--- config.mk ---
export PLATFORM = sky130hd
export DESIGN_NAME = nfl_flash_top
export DESIGN_NICKNAME = d
export VERILOG_FILES = /design/src/rtl/nfl_pkg.sv /design/src/rtl/nfl_decode.sv /design/src/rtl/nfl_engine.sv /design/src/rtl/nfl_status.sv /design/src/rtl/nfl_flash_top.sv
export SDC_FILE = /design/constraint.sdc
export NUM_CORES = 1
export LEC_CHECK = 0
export ABC_AREA = 0
export ABC_CLOCK_PERIOD_IN_PS = 3700
export BUFFER_PORTS_ARGS = -buffer_cell sky130_fd_sc_hd__buf_2
export CELL_PAD_IN_SITES_DETAIL_PLACEMENT = 1
export CELL_PAD_IN_SITES_GLOBAL_PLACEMENT = 1
export CORE_AREA = 2 2 217 219
export CTS_BUF_LIST = sky130_fd_sc_hd__clkbuf_8
export CTS_CLUSTER_SIZE = 24
export DETAILED_ROUTE_END_ITERATION = 7
export DIE_AREA = 0 0 219 221
export GPL_TIMING_DRIVEN = 1
export PLACE_DENSITY_LB_ADDON = 0.1
export SYNTH_ARGS = -nofsm -noshare
export SYNTH_HDL_FRONTEND = slang
export SYNTH_SLANG_ARGS = --single-unit
--- constraint.sdc ---
create_clock -name clk -period 3.7 [get_ports clk]
set_input_delay 0.74 -clock clk [delete_from_list [all_inputs] [get_ports clk]]
set_output_delay 0.74 -clock clk [all_outputs]
set_load 0.005 [all_outputs]
--- src/rtl/nfl_pkg.sv ---
package nfl_pkg;
  typedef enum logic [3:0] {
    D_READ, D_UL1, D_UL2, D_PGM, D_ER1, D_ER2, D_ER3, D_BYP, D_BPGM, D_BEXIT
  } dec_st_t;

  typedef enum logic [2:0] {X_IDLE, X_PROG, X_PRE, X_ERS, X_SUSP} ex_st_t;

  localparam logic [10:0] A_KEY1 = 11'h555;
  localparam logic [10:0] A_KEY2 = 11'h2AA;
  localparam logic [7:0]  C_KEY1 = 8'hAA;
  localparam logic [7:0]  C_KEY2 = 8'h55;
  localparam logic [7:0]  C_PGM  = 8'hA0;
  localparam logic [7:0]  C_ERS  = 8'h80;
  localparam logic [7:0]  C_SEC  = 8'h30;
  localparam logic [7:0]  C_BYP  = 8'h20;
  localparam logic [7:0]  C_BX1  = 8'h90;
  localparam logic [7:0]  C_BX2  = 8'h00;
  localparam logic [7:0]  C_SUS  = 8'hB0;
  localparam logic [7:0]  C_RES  = 8'h30;

  // One command cycle match: address and code both equal.
  function automatic logic cyc_hit(input logic [10:0] a, input logic [7:0] d,
                                   input logic [10:0] ea, input logic [7:0] ed);
    return (a == ea) && (d == ed);
  endfunction

  // A program can only clear bits.
  function automatic logic [7:0] prog_merge(input logic [7:0] old_w, input logic [7:0] new_w);
    return old_w & new_w;
  endfunction
endpackage

--- src/rtl/nfl_decode.sv ---
module nfl_decode
  import nfl_pkg::*;
(
  input  logic        clk,
  input  logic        rst_n,
  input  logic        wr_stb,
  input  logic [10:0] cmd_a,
  input  logic [7:0]  cmd_d,
  input  logic        accept,
  input  logic        erasing,
  input  logic        suspended,
  output logic        go_prog,
  output logic        go_erase,
  output logic        do_susp,
  output logic        do_res,
  output dec_st_t     st
);
  dec_st_t nxt;

  always_comb begin
    nxt      = st;
    go_prog  = 1'b0;
    go_erase = 1'b0;
    do_susp  = 1'b0;
    do_res   = 1'b0;
    if (wr_stb) begin
      if (erasing) begin
        do_susp = (cmd_d == C_SUS);
      end else if (accept) begin
        case (st)
          D_READ: begin
            if (suspended && cmd_d == C_RES) do_res = 1'b1;
            else if (cyc_hit(cmd_a, cmd_d, A_KEY1, C_KEY1)) nxt = D_UL1;
          end
          D_UL1: nxt = cyc_hit(cmd_a, cmd_d, A_KEY2, C_KEY2) ? D_UL2 : D_READ;
          D_UL2: begin
            if (cyc_hit(cmd_a, cmd_d, A_KEY1, C_PGM))      nxt = D_PGM;
            else if (cyc_hit(cmd_a, cmd_d, A_KEY1, C_ERS)) nxt = D_ER1;
            else if (cyc_hit(cmd_a, cmd_d, A_KEY1, C_BYP)) nxt = D_BYP;
            else                                           nxt = D_READ;
          end
          D_PGM: begin
            go_prog = 1'b1;
            nxt     = D_READ;
          end
          D_ER1: nxt = cyc_hit(cmd_a, cmd_d, A_KEY1, C_KEY1) ? D_ER2 : D_READ;
          D_ER2: nxt = cyc_hit(cmd_a, cmd_d, A_KEY2, C_KEY2) ? D_ER3 : D_READ;
          D_ER3: begin
            go_erase = (cmd_d == C_SEC);
            nxt      = D_READ;
          end
          D_BYP: begin
            if (cmd_d == C_PGM)      nxt = D_BPGM;
            else if (cmd_d == C_BX1) nxt = D_BEXIT;
          end
          D_BPGM: begin
            go_prog = 1'b1;
            nxt     = D_BYP;
          end
          D_BEXIT: nxt = (cmd_d == C_BX2) ? D_READ : D_BYP;
          default: nxt = D_READ;
        endcase
      end
    end
  end

  always_ff @(posedge clk or negedge rst_n)
    if (!rst_n) st <= D_READ;
    else        st <= nxt;
endmodule

--- src/rtl/nfl_engine.sv ---
module nfl_engine
  import nfl_pkg::*;
#(
  parameter int DW       = 8,
  parameter int NSEC     = 4,
  parameter int WPS      = 8,
  parameter int PROG_CYC = 16,
  parameter int ERS_CYC  = 40,
  localparam int SEC_W   = $clog2(NSEC),
  localparam int WPS_W   = $clog2(WPS),
  localparam int IDX_W   = SEC_W + WPS_W,
  localparam int NWORDS  = NSEC * WPS,
  localparam int MAXC    = (PROG_CYC > ERS_CYC) ? PROG_CYC : ERS_CYC,
  localparam int CW      = $clog2(MAXC + 1)
)(
  input  logic             clk,
  input  logic             rst_n,
  input  logic             go_prog,
  input  logic             go_erase,
  input  logic             do_susp,
  input  logic             do_res,
  input  logic [IDX_W-1:0] widx,
  input  logic [DW-1:0]    wdata,
  input  logic [NSEC-1:0]  lock_eff,
  input  logic [IDX_W-1:0] rd_idx,
  output logic [DW-1:0]    rd_word,
  output logic [DW-1:0]    chk_word,
  output logic [DW-1:0]    pdat,
  output logic             prog_acc,
  output logic             prog_done,
  output ex_st_t           st
);
  logic [DW-1:0]    mem [NWORDS];
  ex_st_t           held;
  logic             from_susp;
  logic [SEC_W-1:0] esec;
  logic [WPS_W-1:0] wptr;
  logic [CW-1:0]    ecnt, pcnt;
  logic [IDX_W-1:0] pidx;
  logic [SEC_W-1:0] wsec;
  logic [IDX_W-1:0] cur;
  logic             ers_acc, cur_zero;

  assign wsec     = widx[IDX_W-1:WPS_W];
  assign cur      = {esec, wptr};
  assign cur_zero = (mem[cur] == '0);
  assign prog_acc = go_prog && !lock_eff[wsec] &&
                    (st == X_IDLE || (st == X_SUSP && wsec != esec));
  assign ers_acc   = go_erase && !lock_eff[wsec] && (st == X_IDLE);
  assign prog_done = (st == X_PROG) && (pcnt == '0);
  assign rd_word   = mem[rd_idx];
  assign chk_word  = mem[pidx];

  always_ff @(posedge clk or negedge rst_n) begin
    if (!rst_n) begin
      st        <= X_IDLE;
      held      <= X_PRE;
      from_susp <= 1'b0;
      esec      <= '0;
      wptr      <= '0;
      ecnt      <= '0;
      pcnt      <= '0;
      pidx      <= '0;
      pdat      <= '0;
      for (int i = 0; i < NWORDS; i++) mem[i] <= '1;
    end else begin
      case (st)
        X_IDLE, X_SUSP: begin
          if (st == X_SUSP && do_res) begin
            st <= held;
          end else if (prog_acc) begin
            st        <= X_PROG;
            from_susp <= (st == X_SUSP);
            pidx      <= widx;
            pdat      <= wdata;
            pcnt      <= CW'(PROG_CYC - 1);
          end else if (ers_acc) begin
            st   <= X_PRE;
            esec <= wsec;
            wptr <= '0;
            ecnt <= '0;
          end
        end
        X_PROG: begin
          if (pcnt == '0) begin
            mem[pidx] <= prog_merge(mem[pidx], pdat);
            st        <= from_susp ? X_SUSP : X_IDLE;
          end else begin
            pcnt <= pcnt - 1'b1;
          end
        end
        X_PRE: begin
          if (do_susp) begin
            held <= X_PRE;
            st   <= X_SUSP;
          end else if (cur_zero || ecnt == CW'(PROG_CYC - 1)) begin
            mem[cur] <= '0;
            if (wptr == WPS_W'(WPS - 1)) begin
              st   <= X_ERS;
              ecnt <= CW'(ERS_CYC - 1);
            end else begin
              wptr <= wptr + 1'b1;
              ecnt <= '0;
            end
          end else begin
            ecnt <= ecnt + 1'b1;
          end
        end
        X_ERS: begin
          if (do_susp) begin
            held <= X_ERS;
            st   <= X_SUSP;
          end else if (ecnt == '0) begin
            for (int w = 0; w < WPS; w++) mem[{esec, WPS_W'(w)}] <= '1;
            st <= X_IDLE;
          end else begin
            ecnt <= ecnt - 1'b1;
          end
        end
        default: st <= X_IDLE;
      endcase
    end
  end
endmodule

--- src/rtl/nfl_status.sv ---
module nfl_status #(
  parameter int DW = 8
)(
  input  logic          clk,
  input  logic          rst_n,
  input  logic          rd_stb,
  input  logic          busy,
  input  logic          erase_busy,
  input  logic          prog_b7,
  input  logic          ce_n,
  input  logic          oe_n,
  input  logic [DW-1:0] arr_word,
  output logic [DW-1:0] dout
);
  logic          tog;
  logic [DW-1:0] stat;

  always_ff @(posedge clk or negedge rst_n)
    if (!rst_n)              tog <= 1'b0;
    else if (rd_stb && busy) tog <= ~tog;

  always_comb begin
    stat    = '0;
    stat[7] = erase_busy ? 1'b0 : ~prog_b7;
    stat[6] = tog;
    if (ce_n || oe_n) dout = '0;
    else if (busy)    dout = stat;
    else              dout = arr_word;
  end
endmodule

--- src/rtl/nfl_flash_top.sv ---
module nfl_flash_top
  import nfl_pkg::*;
#(
  parameter int DW       = 8,
  parameter int ADDR_W   = 11,
  parameter int NSEC     = 4,
  parameter int WPS      = 8,
  parameter int PROG_CYC = 16,
  parameter int ERS_CYC  = 40
)(
  input  logic              clk,
  input  logic              rst_n,
  input  logic              ce_n,
  input  logic              we_n,
  input  logic              oe_n,
  input  logic [ADDR_W-1:0] addr,
  input  logic [DW-1:0]     din,
  input  logic              wp_n,
  input  logic [NSEC-1:0]   sec_lock,
  output logic [DW-1:0]     dout,
  output logic              ry_by
);
  localparam int SEC_W = $clog2(NSEC);
  localparam int WPS_W = $clog2(WPS);
  localparam int IDX_W = SEC_W + WPS_W;

  function automatic logic [NSEC-1:0] eff_lock(input logic [NSEC-1:0] lk, input logic wp);
    logic [NSEC-1:0] r;
    r = lk;
    if (!wp) r[0] = 1'b1;
    return r;
  endfunction

  logic            we_q, oe_q;
  logic            wr_stb, rd_stb;
  logic            go_prog, go_erase, do_susp, do_res;
  logic            prog_acc, prog_done, prog_blocked;
  logic            busy, erase_busy, suspended;
  logic [NSEC-1:0] lock_eff;
  logic [DW-1:0]   rd_word, chk_word, pdat;
  dec_st_t         dec_st;
  ex_st_t          ex_st;

  always_ff @(posedge clk or negedge rst_n)
    if (!rst_n) begin
      we_q <= 1'b1;
      oe_q <= 1'b1;
    end else begin
      we_q <= we_n;
      oe_q <= oe_n;
    end

  assign wr_stb       = !ce_n && !we_n && we_q;
  assign rd_stb       = !ce_n && !oe_n && oe_q;
  assign lock_eff     = eff_lock(sec_lock, wp_n);
  assign prog_blocked = go_prog && lock_eff[addr[IDX_W-1:WPS_W]];
  assign erase_busy   = (ex_st == X_PRE) || (ex_st == X_ERS);
  assign busy         = erase_busy || (ex_st == X_PROG);
  assign suspended    = (ex_st == X_SUSP);
  assign ry_by        = !busy;

  nfl_decode u_dec (
    .clk(clk), .rst_n(rst_n), .wr_stb(wr_stb),
    .cmd_a(addr[10:0]), .cmd_d(din[7:0]),
    .accept(!busy), .erasing(erase_busy), .suspended(suspended),
    .go_prog(go_prog), .go_erase(go_erase), .do_susp(do_susp), .do_res(do_res),
    .st(dec_st)
  );

  nfl_engine #(.DW(DW), .NSEC(NSEC), .WPS(WPS), .PROG_CYC(PROG_CYC), .ERS_CYC(ERS_CYC)) u_eng (
    .clk(clk), .rst_n(rst_n), .go_prog(go_prog), .go_erase(go_erase),
    .do_susp(do_susp), .do_res(do_res), .widx(addr[IDX_W-1:0]), .wdata(din),
    .lock_eff(lock_eff), .rd_idx(addr[IDX_W-1:0]), .rd_word(rd_word),
    .chk_word(chk_word), .pdat(pdat), .prog_acc(prog_acc), .prog_done(prog_done),
    .st(ex_st)
  );

  nfl_status #(.DW(DW)) u_stat (
    .clk(clk), .rst_n(rst_n), .rd_stb(rd_stb), .busy(busy), .erase_busy(erase_busy),
    .prog_b7(pdat[7]), .ce_n(ce_n), .oe_n(oe_n), .arr_word(rd_word), .dout(dout)
  );
endmodule

==> impl_metrics.tcl <==
set metrics [dict create \
    grt_pass1_vias 22800 \
    worstPathArrival_ns 2.91 \
    grt_pass1_wl_um 158000 \
    rsz0062_at_grt "false" \
    row_count 79 \
    fin_skew_ns 0.0310 \
    worstSkewPairLatency_ns 0.69 \
    cts_sinks 298 \
    period_share_pct 98.6 \
    hp-class "in2async" \
    die_h_um 221 \
    avgRoutedWirePerCell_um 34.6 \
    tightest_slew_ns 0.925 \
    final_net_count 2493 \
    required_ns 2.96 \
    start_util_pct 45.5 \
    synth-edff-count 0 \
    grt_max_degree 91 \
    outcome "finished, final reports clean" \
    critPathMaxStageDelay_ns 0.58 \
    drive_gt1_share_pct 32.8 \
    yosysSeqAreaShare_pct 37.2 \
    worstRegToRegCells 14 \
    root_buffer "clkbuf_8" \
    cp_num_buf_inv 3 \
    first_pass_iters 5 \
    syn_area_mm2 0.0209 \
    ant_nets 0 \
    timing.rr.start "u_eng.wptr[2]" \
    syn2layout_area_growth_pct 17.9 \
    syn_nets 2361 \
    critPathMaxFanout 21 \
    overflow 0 \
    htree_levels 2 \
    ctsHoldBuffers 0 \
    synth_ff_type "dfstp_2" \
    yosys.area.top_type_share_pct 32.4 \
    path_cells "buf_6 -> buf_12 -> mux4_2 -> mux4_2 -> mux2i_2 -> nor2_1 -> buf_2" \
    io_buffers 37 \
    dieArea_mm2 0.0484 \
    placed_area_mm2 0.0235 \
    hold_viol_final 0 \
    antenna_found_initial 3 \
    max-cap-violations 0 \
    ir_drop_v 0.000309 \
    fin_crit_ns 3.65 \
    setup_violations 0 \
    yosysWarnings 0 \
    clkSlewWorstSetupHoldPaths_ns 0.06 \
    p_leak_nw 9.58 \
    initialDrtViolationCount 2631 \
    final_cell_area_mm2 0.0247 \
    cp-start-kind "input port" \
    relSlewSlack_pct 38.2 \
    finalWirelength_um 107000 \
    worst_path_max_delay_cell "mux4_2" \
    cts_inserted_buffers 54 \
    pwr_density_cell_mw_per_mm2 282 \
    gp_congestion 1.09 \
    pin_count 38 \
    track_usage_pct 44.5 \
    crit_type "in2out" \
    synth_area_leaders "dfstp_2 (32%), mux4_2 (16%), a21oi_1 (9.1%)" \
    report.final.slew_viol_count 0 \
    fin_util_pct 53.6 \
    dpl.hpwl_um 79400 \
    antenna_cells 0 \
    ys_ff_latch 298 \
    core_mm2 0.0461 \
    crit_path_end_kind "output port" \
    vias_per_cell 7.25 \
    cts_max_path_buffers 3 \
    fmax_mhz 274 \
    cp_top_family "multiplexers" \
    path_common_cell "mux4_2" \
    synthCells 2322 \
    cts_tree "built" \
    avgSynthCellArea_um2 9.02 \
    synth_top_cell_by_area "dfstp_2" \
    synth-async-reset-ratio_pct 100 \
    dieWidth_um 219 \
    ys_types 75 \
    drc 0 \
    num_vias 22500 \
    rrSetupSlack_ns 0.14 \
]
layer usage:
| metal | vias up | track usage, % | routed length [um] |
|---|---|---|---|
| met3 | 418 | 10.8 | 11000 |
| li1 | 9050 | - | - |
| met1 | 11600 | 58.4 | 41200 |
| met5 | - | 0 | 34 |
| met4 | 6 | 25.2 | 7730 |
| met2 | 1423 | 67.2 | 47400 |
final cells by class:
class	instances	area, um^2
fillers	5300	21400
multi-input cells	1780	12300
clock inverters	30	203
inverters	34	128
flip-flops and latches	298	7790
well taps	607	759
repair buffers	286	2550
clock buffers	67	922
through the flow:
step	hold WS (ns)	total power [mW]	TNS (ns)	cells	worst slack, ns
3_5_place_dp	0.482	3.62	-0.122	3004	-0.0889
3_3_place_gp	0.464	3.61	-0.0258	3004	-0.0258
5_1_grt	0.126	7.15	0	3102	0.00697
4_1_cts	0.103	6.99	0	3101	0.00850
2_1_floorplan	0.444	3.45	0	2322	0.102
6_report	0.0753	6.96	0	3102	0.0523
report_power, final:
| group | switching (mW) | internal (mW) | total (mW) | leakage (nW) |
|---|---|---|---|---|
| clock network | 1.56 | 1.83 | 3.39 | 0.654 |
| logic | 0.183 | 0.113 | 0.296 | 5.79 |
| registers | 0.000443 | 3.28 | 3.28 | 3.14 |
| total | 1.74 | 5.22 | 6.96 | 9.58 |
cells in the final DEF (no fill, tap or decap), types with 53 or more instances in the layout:
| cell type | Yosys | layout |
|---|---|---|
| a21oi_1 | 379 | 379 |
| a31oi_1 | 150 | 150 |
| buf_4 | 8 | 210 |
| clkbuf_8 | 0 | 67 |
| dfstp_2 | 258 | 258 |
| inv_1 | 33 | 53 |
| mux4_2 | 149 | 149 |
| nand2_1 | 310 | 309 |
| nand3_1 | 105 | 105 |
| nor2_1 | 194 | 192 |
| o21ai_0 | 101 | 101 |
worst max path at each step:
stage                        startpoint         to  slack, ns  depth (start not counted)
after floorplan                 addr[0]    dout[7]       0.10                          7
after global placement          addr[0]    dout[3]      -0.03                          7
after detailed placement        addr[0]    dout[3]      -0.09                          7
after CTS                       addr[0]    dout[3]      0.008                          7
after global routing      u_eng.wptr[1]  flip-flop      0.007                         16
final                           addr[0]    dout[3]       0.05                          7
synth_stat cells, types with 5 or more instances:
| library cell | instances |
|---|---|
| o22a_1 | 14 |
| o211a_1 | 10 |
| xor2_1 | 5 |
| and3_1 | 7 |
| dfstp_2 | 258 |
| buf_1 | 21 |
| nor4_1 | 36 |
| o21ai_0 | 101 |
| nand2_1 | 310 |
| a2111oi_0 | 6 |
| ha_1 | 10 |
| o21a_1 | 7 |
| buf_2 | 28 |
| nor2_1 | 194 |
| nand2b_1 | 12 |
| nor4b_1 | 5 |
| or3_1 | 5 |
| nor2b_1 | 7 |
| and2_1 | 14 |
| xnor2_1 | 7 |
| nand3_1 | 105 |
| a21oi_1 | 379 |
| o22ai_1 | 31 |
| mux2_2 | 11 |
| nor3_1 | 43 |
| a41oi_1 | 8 |
| mux2i_1 | 20 |
| dfrtp_1 | 40 |
| inv_1 | 33 |
| a31oi_1 | 150 |
| clkbuf_1 | 151 |
| a211oi_1 | 8 |
| a22oi_1 | 33 |
| buf_4 | 8 |
| nand4_1 | 12 |
| or4_1 | 10 |
| o2bb2ai_1 | 6 |
| mux4_2 | 149 |
repair_timing:
item                                    4_1_cts  5_1_grt
resized for setup                             1        3
endpoints found under the setup margin        2       10
endpoints found under the hold margin         0        0
buffers inserted                              0        1
pin swaps                                     0        1
cell families (layout without fill, tap and decap cells):
logic type	Yosys count	in the layout	synth area share (%)
adder cells (fa/ha/maj)	10	10	0.598
multiplexers	180	180	17.6
AO/OA/AOI/OAI	794	794	22.5
XOR/XNOR	12	12	0.502
AND/OR/NAND/NOR	784	784	16.9
flip-flops	298	298	37.2
buffers and inverters	244	417	4.78
Note: power is estimated with default switching activity, not from simulation.
